--- src/rtl/dmab_pkg.sv ---
package dmab_pkg;
    localparam int BUS_W = 16;
    localparam int WORD_W = 2 * BUS_W;

    typedef enum logic [1:0] {
        S_IDLE = 2'd0,
        S_REQ  = 2'd1,
        S_RUN  = 2'd2,
        S_REL  = 2'd3
    } seq_st_e;

    typedef struct packed {
        logic write;
        logic wide;
        logic mem;
        logic instr;
    } xfer_attr_t;

    function automatic logic [BUS_W-1:0] pick_half(input logic [WORD_W-1:0] w, input logic hi);
        return hi ? w[WORD_W-1:BUS_W] : w[BUS_W-1:0];
    endfunction

    function automatic logic word_closes(input xfer_attr_t a, input logic hsel);
        return !a.wide || hsel;
    endfunction
endpackage

--- src/rtl/dmab_grant_wd.sv ---
module dmab_grant_wd #(
    parameter int LIMIT = 320,
    localparam int CW = $clog2(LIMIT + 1)
) (
    input  logic          clk,
    input  logic          rst,
    input  logic          arm,
    output logic          expire,
    output logic [CW-1:0] cnt
);
    logic [CW-1:0] cnt_q;

    always_ff @(posedge clk) begin
        if (rst || !arm) begin
            cnt_q <= '0;
        end else if (cnt_q != CW'(LIMIT - 1)) begin
            cnt_q <= cnt_q + 1'b1;
        end
    end

    assign expire = arm && (cnt_q == CW'(LIMIT - 1));
    assign cnt    = cnt_q;


    wd_hold_chk: assert property (@(posedge clk) disable iff (rst)
        (arm && expire) |=> (cnt_q == CW'(LIMIT - 1)) || !arm);
endmodule

--- src/rtl/dmab_mcycle.sv ---
module dmab_mcycle
    import dmab_pkg::*;
(
    input  logic             clk,
    input  logic             rst,
    input  logic             start,
    input  logic             abort,
    input  logic             ready_n,
    input  logic [BUS_W-1:0] addr_i,
    input  logic [BUS_W-1:0] wdata_i,
    input  logic             write_i,
    output logic             active_o,
    output logic             end_o,
    output logic             cap_o,
    output logic             as_o,
    output logic             ds_n_o,
    output logic             sync_o,
    output logic             drive_o,
    output logic             dir_n_o,
    output logic [BUS_W-1:0] ad_o
);
    localparam logic [2:0] PH_ADDR = 3'd0;
    localparam logic [2:0] PH_TURN = 3'd1;
    localparam logic [2:0] PH_DAT0 = 3'd2;
    localparam logic [2:0] PH_DAT1 = 3'd3;
    localparam logic [2:0] PH_RCV  = 3'd4;

    logic             active_q;
    logic [2:0]       ph_q;
    logic [BUS_W-1:0] addr_q;
    logic [BUS_W-1:0] wdata_q;
    logic             write_q;

    always_ff @(posedge clk) begin
        if (rst) begin
            active_q <= 1'b0;
            ph_q     <= PH_ADDR;
            addr_q   <= '0;
            wdata_q  <= '0;
            write_q  <= 1'b0;
        end else if (abort) begin
            active_q <= 1'b0;
            ph_q     <= PH_ADDR;
        end else if (start) begin
            active_q <= 1'b1;
            ph_q     <= PH_ADDR;
            addr_q   <= addr_i;
            wdata_q  <= wdata_i;
            write_q  <= write_i;
        end else if (active_q) begin
            if (ph_q == PH_RCV) begin
                active_q <= 1'b0;
                ph_q     <= PH_ADDR;
            end else if (!(ph_q == PH_DAT0 && ready_n)) begin
                ph_q <= ph_q + 1'b1;
            end
        end
    end

    assign active_o = active_q;
    assign end_o    = active_q && (ph_q == PH_RCV);
    assign cap_o    = active_q && (ph_q == PH_DAT1) && !write_q;
    assign as_o     = active_q && (ph_q == PH_ADDR);
    assign sync_o   = active_q && (ph_q == PH_ADDR || ph_q == PH_TURN);
    assign ds_n_o   = !(active_q && (ph_q == PH_DAT0 || ph_q == PH_DAT1));
    assign drive_o  = active_q && ((ph_q == PH_ADDR) || write_q);
    assign dir_n_o  = !(active_q && !write_q && (ph_q != PH_ADDR));
    assign ad_o     = (ph_q == PH_ADDR) ? addr_q : wdata_q;


    strobe_excl_chk: assert property (@(posedge clk) disable iff (rst)
        $onehot0({as_o, !ds_n_o}));


    wait_hold_chk: assert property (@(posedge clk) disable iff (rst)
        (active_q && ph_q == PH_DAT0 && ready_n && !abort && !start) |=> (active_q && ph_q == PH_DAT0));


    cycle_close_chk: assert property (@(posedge clk) disable iff (rst)
        (end_o && !start && !abort) |=> !active_q);
endmodule

--- src/rtl/dma_bus_master.sv ---
module dma_bus_master
    import dmab_pkg::*;
#(
    parameter int CNT_W   = 8,
    parameter int OSC_KHZ = 10000,
    parameter int TMO_US  = 32,
    localparam int TMO_CLKS = OSC_KHZ * TMO_US / 1000,
    localparam int WD_W     = $clog2(TMO_CLKS + 1)
) (
    input  logic              clk,
    input  logic              rst,
    input  logic              req_valid,
    output logic              req_ready,
    input  logic [CNT_W-1:0]  req_count,
    input  logic [BUS_W-1:0]  req_addr,
    input  logic              req_write,
    input  logic              req_wide,
    input  logic              req_mem,
    input  logic              req_instr,
    input  logic [WORD_W-1:0] wr_data,
    output logic [WORD_W-1:0] rd_data,
    output logic              word_strobe,
    output logic              done,
    output logic              xfer_err,
    output logic              bus_req_n,
    input  logic              bus_gnt_n,
    output logic [BUS_W-1:0]  ad_out,
    input  logic [BUS_W-1:0]  ad_in,
    output logic              ad_oe,
    output logic              ctl_oe,
    output logic              addr_stb,
    output logic              data_stb_n,
    output logic              rd_not_wr,
    output logic              mem_not_io,
    output logic              instr_not_op,
    output logic              dir_n,
    input  logic              ready_n,
    output logic              sync_sub
);
    seq_st_e           state_q;
    xfer_attr_t        attr_q;
    logic [BUS_W-1:0]  cur_addr_q;
    logic [CNT_W-1:0]  left_q;
    logic [WORD_W-1:0] wdata_q;
    logic [WORD_W-1:0] rdata_q;
    logic              hs_iss_q;
    logic              hs_end_q;
    logic              done_q;
    logic              err_q;

    logic              accept;
    logic              cyc_start;
    logic              cyc_abort;
    logic              finish;
    logic              tmo_hit;
    logic              cyc_active;
    logic              cyc_end;
    logic              cyc_cap;
    logic              cyc_as;
    logic              cyc_ds_n;
    logic              cyc_sync;
    logic              cyc_drive;
    logic              cyc_dir_n;
    logic [BUS_W-1:0]  cyc_ad;
    logic              wd_expire;
    logic [WD_W-1:0]   wd_cnt;
    logic              owns_bus;

    assign req_ready = (state_q == S_IDLE);
    assign accept    = req_valid && req_ready && (req_count != '0);
    assign cyc_abort = (state_q == S_RUN) && bus_gnt_n;
    assign cyc_start = (state_q == S_RUN) && !bus_gnt_n && (!cyc_active || cyc_end) && (left_q != '0);
    assign finish    = (state_q == S_RUN) && !bus_gnt_n && cyc_end && (left_q == '0);
    assign tmo_hit   = (state_q == S_REQ) && bus_gnt_n && wd_expire;
    assign owns_bus  = (state_q == S_RUN) || (state_q == S_REL);

    dmab_grant_wd #(.LIMIT(TMO_CLKS)) u_wd (
        .clk    (clk),
        .rst    (rst),
        .arm    (state_q == S_REQ),
        .expire (wd_expire),
        .cnt    (wd_cnt)
    );

    dmab_mcycle u_cyc (
        .clk      (clk),
        .rst      (rst),
        .start    (cyc_start),
        .abort    (cyc_abort),
        .ready_n  (ready_n),
        .addr_i   (cur_addr_q),
        .wdata_i  (pick_half(wdata_q, hs_iss_q)),
        .write_i  (attr_q.write),
        .active_o (cyc_active),
        .end_o    (cyc_end),
        .cap_o    (cyc_cap),
        .as_o     (cyc_as),
        .ds_n_o   (cyc_ds_n),
        .sync_o   (cyc_sync),
        .drive_o  (cyc_drive),
        .dir_n_o  (cyc_dir_n),
        .ad_o     (cyc_ad)
    );

    always_ff @(posedge clk) begin
        if (rst) begin
            state_q    <= S_IDLE;
            attr_q     <= '0;
            cur_addr_q <= '0;
            left_q     <= '0;
            wdata_q    <= '0;
            rdata_q    <= '0;
            hs_iss_q   <= 1'b0;
            hs_end_q   <= 1'b0;
            done_q     <= 1'b0;
            err_q      <= 1'b0;
        end else begin
            done_q <= finish;
            err_q  <= cyc_abort || tmo_hit;
            unique case (state_q)
                S_IDLE: if (accept) begin
                    state_q      <= S_REQ;
                    attr_q.write <= req_write;
                    attr_q.wide  <= req_wide;
                    attr_q.mem   <= req_mem;
                    attr_q.instr <= req_instr;
                    cur_addr_q   <= req_addr;
                    left_q       <= req_count;
                    wdata_q      <= wr_data;
                    hs_iss_q     <= 1'b0;
                    hs_end_q     <= 1'b0;
                end
                S_REQ: begin
                    if (!bus_gnt_n)   state_q <= S_RUN;
                    else if (tmo_hit) state_q <= S_IDLE;
                end
                S_RUN: begin
                    if (cyc_abort)   state_q <= S_IDLE;
                    else if (finish) state_q <= S_REL;
                end
                S_REL: if (bus_gnt_n) state_q <= S_IDLE;
                default: state_q <= S_IDLE;
            endcase
            if (cyc_start) begin
                cur_addr_q <= cur_addr_q + 1'b1;
                hs_iss_q   <= attr_q.wide && !hs_iss_q;
                if (word_closes(attr_q, hs_iss_q)) left_q <= left_q - 1'b1;
            end
            if (cyc_end && attr_q.wide) hs_end_q <= !hs_end_q;
            if (cyc_cap) begin
                if (!attr_q.wide)  rdata_q <= {{BUS_W{1'b0}}, ad_in};
                else if (hs_end_q) rdata_q[WORD_W-1:BUS_W] <= ad_in;
                else               rdata_q[BUS_W-1:0] <= ad_in;
            end
        end
    end

    assign bus_req_n    = !((state_q == S_REQ) || (state_q == S_RUN));
    assign ctl_oe       = owns_bus && !bus_gnt_n;
    assign ad_oe        = ctl_oe && cyc_drive;
    assign ad_out       = cyc_ad;
    assign addr_stb     = cyc_as;
    assign data_stb_n   = cyc_ds_n;
    assign sync_sub     = cyc_sync;
    assign dir_n        = cyc_dir_n;
    assign rd_not_wr    = !attr_q.write;
    assign mem_not_io   = attr_q.mem;
    assign instr_not_op = attr_q.instr;
    assign rd_data      = rdata_q;
    assign word_strobe  = (state_q == S_RUN) && !bus_gnt_n && cyc_end && word_closes(attr_q, hs_end_q);
    assign done         = done_q;
    assign xfer_err     = err_q;


    req_after_accept_chk: assert property (@(posedge clk) disable iff (rst)
        accept |=> !bus_req_n);


    grant_loss_abort_chk: assert property (@(posedge clk) disable iff (rst)
        (state_q == S_RUN && bus_gnt_n) |=> (err_q && bus_req_n && !done_q));


    done_release_chk: assert property (@(posedge clk) disable iff (rst)
        done_q |-> (bus_req_n && state_q == S_REL));


    wd_window_chk: assert property (@(posedge clk) disable iff (rst)
        (state_q == S_REQ) |-> (wd_cnt < WD_W'(TMO_CLKS)));


    strobe_owner_chk: assert property (@(posedge clk) disable iff (rst)
        (cyc_as || !cyc_ds_n) |-> (state_q == S_RUN || state_q == S_REL));
endmodule

--- config.mk ---
export PLATFORM = sky130hd
export DESIGN_NAME = dma_bus_master
export DESIGN_NICKNAME = d
export VERILOG_FILES = /design/src/rtl/dmab_pkg.sv /design/src/rtl/dmab_grant_wd.sv /design/src/rtl/dmab_mcycle.sv /design/src/rtl/dma_bus_master.sv
export SDC_FILE = /design/constraint.sdc
export NUM_CORES = 1
export LEC_CHECK = 0
export ABC_CLOCK_PERIOD_IN_PS = 3850
export BUFFER_PORTS_ARGS = -buffer_cell sky130_fd_sc_hd__clkbuf_2
export CORE_MARGIN = 5
export CORE_UTILIZATION = 50
export CTS_CLUSTER_DIAMETER = 80
export DETAILED_ROUTE_END_ITERATION = 16
export PLACE_DENSITY = 0.85
export SYNTH_ARGS = -nofsm -noshare
export SYNTH_HDL_FRONTEND = slang
export SYNTH_SLANG_ARGS = --single-unit
--- constraint.sdc ---
create_clock -name clk -period 3.85 [get_ports clk]
set_input_delay 0.1925 -clock clk [delete_from_list [all_inputs] [get_ports clk]]
set_output_delay 0.1925 -clock clk [all_outputs]
set_load 0.02 [all_outputs]
## Word level (Yosys, flattened, before mapping)

Cells that the tools add are included.

| cells by class | value |
|---|---|
| multiplexer cells | 28 |
| add/sub/neg operators | 4 |
| reduce and logical (&&, ||, !) cells | 67 |
| eq/ne operators | 16 |
| bitwise gates (word level) | 1 |

Operator list:

| kind | count |
|---|---|
| $mux W16 | 7 |
| $mux W32 | 1 |
| $mux W8 | 4 |
| $logic_and A1 B1 Y1 | 26 |
| $add A16 B1 Y16 const B | 1 |
| $reduce_bool A8 Y1 | 2 |
| $reduce_and A2 Y1 | 7 |
| $mux W2 | 6 |
| $logic_not A1 Y1 | 11 |
| $logic_or A1 B1 Y1 | 10 |
| $add A9 B1 Y9 const B | 1 |
| $eq A9 B9 Y1 const B | 1 |
| $ne A9 B9 Y1 const B | 1 |
| $logic_not A8 Y1 | 1 |
| $pmux W2 S4 | 1 |
| $reduce_bool A2 Y1 | 4 |
| $sub A8 B1 Y8 const B | 1 |
| $mux W1 | 7 |
| $eq A3 B2 Y1 const B | 2 |
| $mux W3 | 2 |
| $ne A2 B1 Y1 const B | 3 |
| $ne A3 B3 Y1 const B | 2 |
| $eq A2 B2 Y1 const B | 2 |
| $ne A2 B2 Y1 const B | 2 |
| 11 further kinds | 11 |

| word-level totals | value |
|---|---|
| bits of input ports | 81 |
| register bits | 144 |
| logic and storage cells | 136 |
| output and inout bits | 62 |

## Depth between registers and ports, before layout

Gate-level depths: netlist of run 1.

| depth | value |
|---|---|
| depth in word-level cells | 7 |
| gate-level depth with buffers | 10 |

## Cells and area by module

From an unflattened synthesis of run 1, not the netlist that was laid out.

| unflattened totals | value |
|---|---|
| cells, all modules | 791 |
| area, all modules | 6,525.0 um2 |

By module, submodules not included:

| module | seq. area each (um2) | area each (um2) | cells an instance | times used |
|---|---|---|---|---|
| dma_bus_master | 1,961.9 | 4,376.7 | 538 | 1 |
| dmab_mcycle | 740.7 | 1,695.4 | 200 | 1 |
| dmab_grant_wd | 180.2 | 452.9 | 53 | 1 |

## Least setup slack after synthesis of run 1

No wires, ideal clock.

| path | value |
|---|---|
| kind | register to register |
| start point | reg state_q[0] |
| end point | reg left_q[6] |
| stages on the path, launching flop included | 9 |
| slack | 1.975 ns |
| period minus slack after synthesis | 1.875 ns |
| arrival | 1.756 ns |
| cell sequence | dfxtp_1 -> inv_1 -> ha_1 -> nand2b_2 -> nor3_4 -> and2_4 -> buf_6 -> a21oi_1 -> o221a_1 |

| on the way | value |
|---|---|
| word-level cells in the longest chain between the ends | 7 |
| elaborated cells between the ends (all ways) | 11 |

RTL lines:

| item | line | text |
|---|---|---|
| start, declared | dma_bus_master.sv:40 | `seq_st_e state_q;` |
| start signal, assigned | dma_bus_master.sv:107 | `state_q <= S_IDLE;` |
| start signal, assigned | dma_bus_master.sv:122 | `state_q <= S_REQ;` |
| start signal, assigned | dma_bus_master.sv:134 | `if (!bus_gnt_n) state_q <= S_RUN;` |
| $logic_not A2 Y1 | dma_bus_master.sv:69, dma_bus_master.sv:120 |  |
| $logic_and A1 B1 Y1 (2 in a row) | dma_bus_master.sv:70 | `assign accept = req_valid && req_ready && (req_count != '0);` |
| $mux W8 | dma_bus_master.sv:121 | `S_IDLE: if (accept) begin` |
| $mux W8 | dma_bus_master.sv:120 | `unique case (state_q)` |
| $mux W8 | dma_bus_master.sv:147 | `if (word_closes(attr_q, hs_iss_q)) left_q <= left_q - 1'b1;` |
| $mux W8 * | dma_bus_master.sv:144 | `if (cyc_start) begin` |
| end signal, assigned | dma_bus_master.sv:128 | `left_q <= req_count;` |
| end signal, assigned | dma_bus_master.sv:147 |  |
| end, declared | dma_bus_master.sv:43 | `logic [CNT_W-1:0] left_q;` |

Every way passes the cells marked *; elsewhere a longest branch is shown, timed or not.
A chain may end at the register's enable or synchronous reset.

## Worst setup path after layout of run 1

| path | value |
|---|---|
| start point | reg u_cyc.ph_q[0] |
| end point | out ad_out[15] |

| on the way | value |
|---|---|
| word-level cells in the longest chain between the ends | 2 |

RTL lines:

| item | line | text |
|---|---|---|
| start, declared | dmab_mcycle.sv:29 | `logic [2:0] ph_q;` |
| start signal, assigned | dmab_mcycle.sv:55 | `ph_q <= ph_q + 1'b1;` |
| $logic_not A3 Y1 | dmab_mcycle.sv:68 | `assign ad_o = (ph_q == PH_ADDR) ? addr_q : wdata_q;` |
| $mux W16 | dmab_mcycle.sv:68 |  |
| end, declared | dma_bus_master.sv:27 | `output logic [BUS_W-1:0] ad_out,` |

Every way passes these cells.

==> qor.csv, run 1 <==
metric,value,unit
hold_end,cur_addr_q[12]$_SDFFE_PP0P_,
syn_area,0.00643,mm2
setup_tns,0,ns
die_w,123,um
nFillCells,1025,
min_path_cells,3,
slew_headroom,0.216,
ys_seq_area_frac,0.449,
antenna_cells,0,
netlist_instances,765,
yosysWarnings,0,
htree_num_levels,4,
synth_nets,860,
antenna_found_initial,0,
clk_pin_slew,0.06,ns
yosys-top-cells-count,"nand2_1 (164), dfxtp_1 (144), a21oi_1 (95)",
synth_top_area_cell,dfxtp_1,
async_flop_share,0,
initial_core_util,0.509,
core_region_area,0.0126,mm2
ys_types,69,
post_drt_wl_per_cell,15.1,um
rsz0062_at_grt,no,
worstMarginPinSlew,1.17,ns
place.port_buffers,142,
hold_start,req_addr[12],
worst-setup-path-type,register to output pin,
vias,5994,
crit_family,simple AND/OR/NAND/NOR gates,
rr_worst_depth,8,
synth_most_common_cell,nand2_1,
numCtsBuffers,17,
setup_viol,0,
power.density,463,mW/mm2
fin_ws,1.25,ns
dp_hpwl,10600,um
slew_violations,0,
crit-reg2reg-launch,u_cyc.ph_q[0]$_SDFFE_PP0P_,
drc,0,
fmax,385,MHz
fp-row-count,41,
syn_avg_cell_area,8.40,um2
leakage,3.25,nW
cts.sinks,144,
timing.rr.end,cur_addr_q[9]$_SDFFE_PP0P_,
maxCapViolCount,0,
critical_path.n_buffers_inverters,2,
wirelength,16700,um
synth_edf_count,0,
path_max_fanout,16,
seq_area,0.00288,mm2
hold_path_class,primary input to register,
period_minus_slack,2.60,ns
grt_util_all_layers,0.221,
antenna_left,0,
cp_slowest_stage_delay,0.56,ns
grt_max_degree,107,
die_area,0.0152,mm2
drt-vias-per-instance,5.40,
synth_flop_cell,dfxtp_1,
drive_gt1_frac,0.231,
drtIter0Drc,423,
hold_violations,0,
ys_ff_latch,144,
critPathCaptureType,output pin,
hold_slack,0.0166,ns
cp.required,3.66,ns
path_cells,inv_1 -> ha_1 -> nand2_1 -> mux2_2 -> clkbuf_2,
cts_tree,done,
cts_setup_buffers,0,
clk_latency,0.42,ns
run_status,finished clean,
gr-total-overflow,0,
critical_path_arrival,2.41,ns
dp_slack,1.29,ns
fin_area,0.00821,mm2
first_global_vias,5588,
slowest_stage,nand2_1,
dpl_cell_area,0.00716,mm2
dr.pass1.iters,6,
clk_path_buf_depth,2,
layout_worst_path_cycle_share,0.675,
final_nets,1020,
ioPinCount,143,
area_growth,27.8,%
ff2ff_setup_slack,1.28,ns
multi_input_area,0.00324,mm2
fin_skew,0.00987,ns
cts_root_buffer,clkbuf_16,
gp_congestion,0.835,
synth.area.top_cells,"dfxtp_1 (45%), nand2_1 (9.6%), a21oi_1 (7.4%)",
ir_drop,0.307,mV
grt_pass1_wl,26600,um
fin_util,0.651,
start_kind,register,
synth_top_area_share,0.449,
die_y,123,um
layout make-up:
cell class	instances	share of cell area
sequential	144	0.351
clock inverter	13	0.0238
multi-input combinational	556	0.394
inverter	18	0.00823
tap	172	0.0262
clock buffer	19	0.0551
timing repair buffer	188	0.141
cell families (layout without fill, tap and decap cells):
family                     Yosys count  count (layout)  share of synthesized area
muxes                               34              34                     0.0561
buffers and inverters               65             238                     0.0483
and+or+nand+nor                    310             310                      0.217
AOI/OAI and AO/OA                  192             192                      0.194
DFF                                144             144                      0.449
xor gates and xnor gates             6               6                    0.00818
adders and majority gates           14              14                     0.0273
what timing repair did:
item,in CTS,in global routing
hold buffers,41,0
resized for setup,0,0
hold endpoints to repair,41,0
setup endpoints to repair,0,0
registers in the layout, summed over array words and instances, names as in the netlist, 2 cells and up:
| name | cells |
|---|---|
| rd_data | 32 |
| wdata_q | 32 |
| cur_addr_q | 16 |
| u_cyc.addr_q | 16 |
| u_cyc.wdata_q | 16 |
| u_wd.cnt | 9 |
| left_q | 8 |
| u_cyc.ph_q | 3 |
| attr_q | 2 |
| state_q | 2 |
worst min-delay path, delay by kind of cell:
kind            cells  cell delay [ns]
buf+inv             1             0.08
simple gates        1             0.04
compound gates      1             0.07
worst max path at each step:
stage / slack (ns) / cells after the start / from / to
final: 1.25 / 5 / u_cyc.ph_q[0]$_SDFFE_PP0P_ / ad_out[15]
after global routing: 1.08 / 8 / u_cyc.ph_q[0]$_SDFFE_PP0P_ / cur_addr_q[9]$_SDFFE_PP0P_
after CTS: 1.23 / 5 / u_cyc.ph_q[0]$_SDFFE_PP0P_ / ad_out[15]
after detailed placement: 1.29 / 8 / u_cyc.ph_q[0]$_SDFFE_PP0P_ / cur_addr_q[9]$_SDFFE_PP0P_
after global placement: 1.38 / 8 / u_cyc.ph_q[0]$_SDFFE_PP0P_ / cur_addr_q[9]$_SDFFE_PP0P_
after floorplan: 1.98 / 8 / state_q[0]$_SDFFE_PP0P_ / left_q[6]$_SDFF_PP0_
stage by stage:
step,power [mW],std cells
floorplan,1.89,765
detailed placement,2.00,1037
CTS,3.83,1110
global placement,1.99,1037
global route,3.95,1110
finish,3.80,1110
power by group:
part           leakage [nW]  internal [mW]  switching (mW)  total, mW
logic                  1.76          0.167           0.238      0.406
clock network         0.320           1.13           0.657       1.79
registers              1.17           1.55          0.0538       1.61
metal layers:
layer  up-vias  track usage  part of all wire
li1       2992            -                 -
met1      2741        0.279              0.44
met2       226        0.354              0.47
met3        35       0.0599             0.068
met4         0       0.0969             0.023
met5         -            0                 0
cells in the final DEF, fill, tap and decap left out, drive strengths merged, types with 2 or more instances in the layout:
| master | Yosys | layout |
|---|---|---|
| a2111oi | 3 | 3 |
| a211oi | 24 | 24 |
| a21oi | 97 | 97 |
| a22oi | 24 | 24 |
| a2bb2oi | 2 | 2 |
| a311oi | 2 | 2 |
| a31oi | 6 | 6 |
| a41oi | 2 | 2 |
| and2 | 4 | 4 |
| and3 | 8 | 8 |
| and4b | 2 | 2 |
| buf | 26 | 6 |
| bufinv | 0 | 4 |
| clkbuf | 21 | 160 |
| clkinv | 0 | 3 |
| dfxtp | 144 | 144 |
| dlygate4sd3 | 0 | 41 |
| ha | 14 | 14 |
| inv | 18 | 24 |
| mux2 | 16 | 16 |
| mux2i | 18 | 18 |
| nand2 | 167 | 167 |
| nand2b | 5 | 5 |
| nand3 | 13 | 13 |
| nand4 | 5 | 5 |
| nor2 | 75 | 75 |
| nor2b | 4 | 4 |
| nor3 | 13 | 13 |
| nor4 | 2 | 2 |
| o211ai | 3 | 3 |
| o21ai | 12 | 12 |
| o221a | 3 | 3 |
| o22ai | 3 | 3 |
| or3 | 3 | 3 |
| or4 | 3 | 3 |
| xnor2 | 3 | 3 |
| xor2 | 3 | 3 |
(Power assumes the default switching activity.)
==> run 2, diff against run 1 <==
Settings changed: ABC_CLOCK_PERIOD_IN_PS 3850 to 2700.
Clock period 3.85 ns to 2.7 ns, I/O delays scaled along.
==> qor.csv, run 2 (synthesis gave the netlist of run 1 again) <==
metric,value,unit,change
run_status,finished clean,,
rr_worst_depth,8,,unchanged
cts_resized,0,,unchanged
cts.sinks,144,,unchanged
ff2ff_setup_slack,0.33,ns,-0.95 ns
clk_path_buf_depth,2,,unchanged
clk_pin_slew,0.06,ns,about the same
hold_start,req_count[6],,
comb_power_share,0.114,,+0.007
htree_num_levels,4,,unchanged
die_w,123,um,unchanged
slowest_stage,nand2_1,,
die_y,123,um,unchanged
power.total,5.39,mW,+42%
critPathCaptureType,output pin,,
worst-setup-path-type,register to output pin,,
hold_buffers,59,,+44%
critical_path_arrival,2.43,ns,+0.02 ns
hold_path_class,primary input to register,,
p_sw_frac,0.252,,+0.00206
worstMarginPinSlew,1.04,ns,-0.127 ns
drt-vias-per-instance,5.51,,+2.1%
ir_drop,0.467,mV,+52%
area_growth,31.1,%,
post_drt_wl_per_cell,15.8,um,+4.9%
dr.pass1.iters,5,,-1
core_region_area,0.0126,mm2,unchanged
final_nets,1044,,+2.4%
antenna_found_initial,0,,unchanged
period_minus_slack,2.56,ns,
fin_util,0.668,,+0.0167
first_global_vias,5982,,+7.1%
path_cells,inv_1 -> ha_1 -> nand2_1 -> mux2_2 -> clkbuf_2,,
ioPinCount,143,,unchanged
layout_commonest_cell,nand2_1,,
p_int,4.03,mW,+41%
place.port_buffers,142,,unchanged
numCtsBuffers,17,,unchanged
setup_viol,0,,unchanged
fp-row-count,41,,unchanged
cts_setup_buffers,0,,unchanged
rsz0062_at_grt,no,,
cp_slowest_stage_delay,0.58,ns,+0.02 ns
die_area,0.0152,mm2,unchanged
crit-reg2reg-launch,u_cyc.ph_q[0]$_SDFFE_PP0P_,,
antenna_cells,0,,unchanged
hold_violations,0,,unchanged
drc,0,,unchanged
hold_slack,0.00763,ns,-0.00894 ns
vias,6254,,+4.3%
critical_path.startpoint,u_cyc.ph_q[0]$_SDFFE_PP0P_,,
start_kind,register,,
fmax,390,MHz,
drtIter0Drc,423,,unchanged
layout_worst_path_cycle_share,0.950,,
seq_power_share,0.425,,+0.003
maxCapViolCount,0,,unchanged
p_clk_frac,0.460,,-0.011
fin_skew,0.00711,ns,-0.00276 ns
cts_root_buffer,clkbuf_16,,
path_max_fanout,16,,unchanged
cp-endpoint,ad_out[13],,
slew_headroom,0.302,,+0.0860
clk_latency,0.43,ns,about the same
grt_pass1_wl,28800,um,+8.2%
power.density,640,mW/mm2,+38%
switchingPower,1.36,mW,+43%
cp.required,2.57,ns,-1.09 ns
grt_max_degree,76,,-29%
setup_tns,0,ns,unchanged
gp_congestion,0.845,,+1.3%
final_cell_mix,"nand2_1 (164), dfxtp_1 (144), clkbuf_2 (141)",,
initial_core_util,0.509,,unchanged
grt_util_all_layers,0.238,,+0.0172
gr-total-overflow,0,,unchanged
drive_gt1_frac,0.232,,+0.000465
dp_hpwl,11000,um,+3.7%
antenna_left,0,,unchanged
slew_violations,0,,unchanged
wirelength,17900,um,+7.2%
cts_tree,done,,
timing.rr.end,cur_addr_q[6]$_SDFFE_PP0P_,,
leakage,3.34,nW,+2.6%
==> run 2: routing by layer <==
| layer | share of wire | track usage | vias up | routed length [um] |
|---|---|---|---|---|
| met1 | 0.41 | 0.282 | 2896 | 7380 |
| met3 | 0.079 | 0.0764 | 49 | 1420 |
| met4 | 0.027 | 0.0920 | 0 | 488 |
| met2 | 0.48 | 0.400 | 266 | 8640 |
| met5 | 0 | 0 | - | 0 |
| li1 | - | - | 3043 | - |
==> run 2: cell type report <==
type / count / area, um2
Fill cell: 984 / 4200
Timing Repair Buffer: 212 / 1390
Multi-Input combinational cell: 556 / 3240
Tap cell: 172 / 215
Sequential cell: 144 / 2880
Clock buffer: 21 / 480
Inverter: 18 / 67.6
Clock inverter: 11 / 153
==> run 2: metrics by stage <==
stage / area, um2 / worst slack (ns) / cells
2_1_floorplan: 6430 / 0.825 / 765
3_3_place_gp: 7200 / 0.473 / 1043
3_5_place_dp: 7200 / 0.375 / 1043
4_1_cts: 8420 / 0.143 / 1134
5_1_grt: 8420 / 0.0646 / 1134
6_report: 8420 / 0.136 / 1134
==> run 2: power groups by stage <==
stage / sequential [mW] / clock [mW] / combinational [mW]
after floorplan: 2.32 / 0 / 0.378
after global placement: 2.33 / 0 / 0.512
after detailed placement: 2.33 / 0 / 0.524
after CTS: 2.29 / 2.50 / 0.598
after global routing: 2.30 / 2.60 / 0.679
final: 2.29 / 2.48 / 0.616
==> run 2: worst min-delay path by stage <==
| stage | to | slack (ns) | cells after the start |
|---|---|---|---|
| 2_1_floorplan | wdata_q[0]$_SDFFE_PP0P_ | 0.27 | 2 |
| 5_1_grt | left_q[6]$_SDFF_PP0_ | 0.01 | 2 |
| 3_5_place_dp | wdata_q[20]$_SDFFE_PP0P_ | 0.36 | 3 |
| 3_3_place_gp | mem_not_io$_SDFFE_PP0P_ | 0.36 | 3 |
| 4_1_cts | left_q[6]$_SDFF_PP0_ | 0.0006 | 2 |
| 6_report | left_q[6]$_SDFF_PP0_ | 0.008 | 2 |
==> run 2: critical path: cells and delay by family, from the launching register on <==
family	cells	cell delay (ns)
flip-flops	1	0.41
AND/OR/NAND/NOR	1	0.58
adder cells (fa/ha/maj)	1	0.32
buffers and inverters	2	0.26
multiplexers	1	0.43
==> run 3, diff against run 2 <==
Settings changed: REMOVE_ABC_BUFFERS from default to 1.
==> qor.csv, run 3 (synthesis gave the netlist of run 1 again) <==
metric,value,unit,change
run_status,finished clean,,
drt-vias-per-instance,5.43,,-1.5%
critical_path.startpoint,u_cyc.ph_q[0]$_SDFFE_PP0P_,,
die_y,123,um,unchanged
slew_violations,0,,unchanged
period_minus_slack,2.35,ns,-0.213 ns
wirelength,17700,um,-1.0%
crit-reg2reg-launch,u_cyc.ph_q[0]$_SDFFE_PP0P_,,
cts.sinks,144,,unchanged
layout_worst_path_cycle_share,0.871,,-0.0790
cts_tree,done,,
post_drt_wl_per_cell,15.6,um,-1.5%
final_nets,1049,,+0.48%
gr-total-overflow,0,,unchanged
maxCapViolCount,0,,unchanged
power.density,621,mW/mm2,-2.9%
nFillCells,1018,,+3.5%
cts_root_buffer,clkbuf_16,,
area_growth,31.2,%,about the same
drc,0,,unchanged
setup_viol,0,,unchanged
grt_max_degree,47,,-38%
antenna_left,0,,unchanged
hold_start,req_addr[9],,
die_area,0.0152,mm2,unchanged
vias,6189,,-1.0%
final_cell_mix,"nand2_1 (164), dfxtp_1 (144), clkbuf_2 (141)",,
dp_cells,1047,,+0.38%
critPathCaptureType,output pin,,
leakage,3.36,nW,+0.75%
fin_area,0.00843,mm2,about the same
dr.pass1.iters,5,,unchanged
grt_util_all_layers,0.237,,-0.000562
hold_violations,0,,unchanged
grt_pass1_wl,28700,um,-0.43%
dpl_cell_area,0.00724,mm2,+0.54%
fin_cells,1139,,+0.44%
drive_gt1_frac,0.236,,+0.00397
path_max_fanout,16,,unchanged
antenna_found_initial,0,,unchanged
drtIter0Drc,538,,+27%
start_kind,register,,
ir_drop,0.422,mV,-9.7%
layout_commonest_cell,nand2_1,,
dp_hpwl,11400,um,+3.7%
rsz0062_at_grt,no,,
htree_num_levels,4,,unchanged
cp.required,2.57,ns,about the same
clk_path_buf_depth,2,,unchanged
initial_core_util,0.509,,unchanged
fmax,425,MHz,+9.1%
numCtsBuffers,17,,unchanged
place.port_buffers,142,,unchanged
die_w,123,um,unchanged
first_global_vias,6073,,+1.5%
clk_pin_slew,0.06,ns,about the same
ioPinCount,143,,unchanged
worstMarginPinSlew,1.14,ns,+0.0959 ns
critical_path_arrival,2.22,ns,-0.21 ns
antenna_cells,0,,unchanged
clk_latency,0.43,ns,about the same
gp_congestion,0.868,,+2.7%
slew_headroom,0.238,,-0.0643
fin_skew,0.00670,ns,-0.000408 ns
worst-setup-path-type,register to output pin,,
cts_resized,0,,unchanged
hold_path_class,primary input to register,,
fp-row-count,41,,unchanged
core_region_area,0.0126,mm2,unchanged
==> run 3: cell count changes in the layout (fill, tap and decap cells not counted), moves of 2 or more <==
cell / change
buf_4: +4
clkinv_2: +6
clkinvlp_4: -2
inv_6: -2
==> run 3: per-stage QoR <==
| stage | hold WS [ns] | worst slack [ns] | utilization | setup TNS [ns] | power, mW |
|---|---|---|---|---|---|
| 2_1_floorplan | 0.204 | -0.411 | - | -4.40 | 2.64 |
| 5_1_grt | 0.0228 | 0.280 | 0.668 | 0 | 5.44 |
| 3_5_place_dp | 0.366 | 0.451 | 0.574 | 0 | 2.87 |
| 3_3_place_gp | 0.360 | 0.515 | 0.574 | 0 | 2.86 |
| 4_1_cts | 0.00337 | 0.348 | 0.668 | 0 | 5.25 |
| 6_report | 0.00621 | 0.349 | 0.668 | 0 | 5.24 |
==> run 3: power breakdown <==
group	switching, mW	internal (mW)
sequential	0.0758	2.21
combinational	0.352	0.269
clock	0.881	1.44
==> run 3: worst paths after layout <==
check                               endpoint  slack (ns)  cells past startpoint
hold / removal    cur_addr_q[9]$_SDFFE_PP0P_       0.006                      3
hold reg to reg     rd_data[13]$_SDFFE_PP0P_        0.45                      2
setup / recovery                   ad_out[5]        0.35                      6
setup reg to reg  cur_addr_q[0]$_SDFFE_PP0P_        0.40                      8
==> run 3: cell type report <==
cell class	instances	area, um2	share of cell area
Inverter	18	67.6	0.00801
Clock inverter	11	111	0.0132
Timing Repair Buffer	217	1430	0.169
Clock buffer	21	480	0.0570
Tap cell	172	215	0.0255
Sequential cell	144	2880	0.342
Multi-Input combinational cell	556	3250	0.385
==> run 3: critical path, cell delays in order, from the launching register on <==
cell,delay [ns]
dfxtp_1,0.40
inv_1,0.09
ha_1,0.33
nand2_1,0.13
buf_4,0.27
mux2_2,0.39
clkbuf_2,0.17
==> run 3: routing by layer <==
layer | global-route usage | wire [um] | up-vias
met3 | 0.0718 | 1270 | 49
met2 | 0.395 | 8510 | 245
met4 | 0.114 | 515 | 0
met1 | 0.279 | 7440 | 2852
met5 | 0 | 0 | -
li1 | - | - | 3043
==> run 3: what timing repair did <==
| item | 4_1_cts | 5_1_grt |
|---|---|---|
| endpoints found under the setup margin | 0 | 0 |
| hold buffers | 60 | 0 |
| setup buffers | 0 | 0 |
| endpoints found under the hold margin | 73 | 0 |
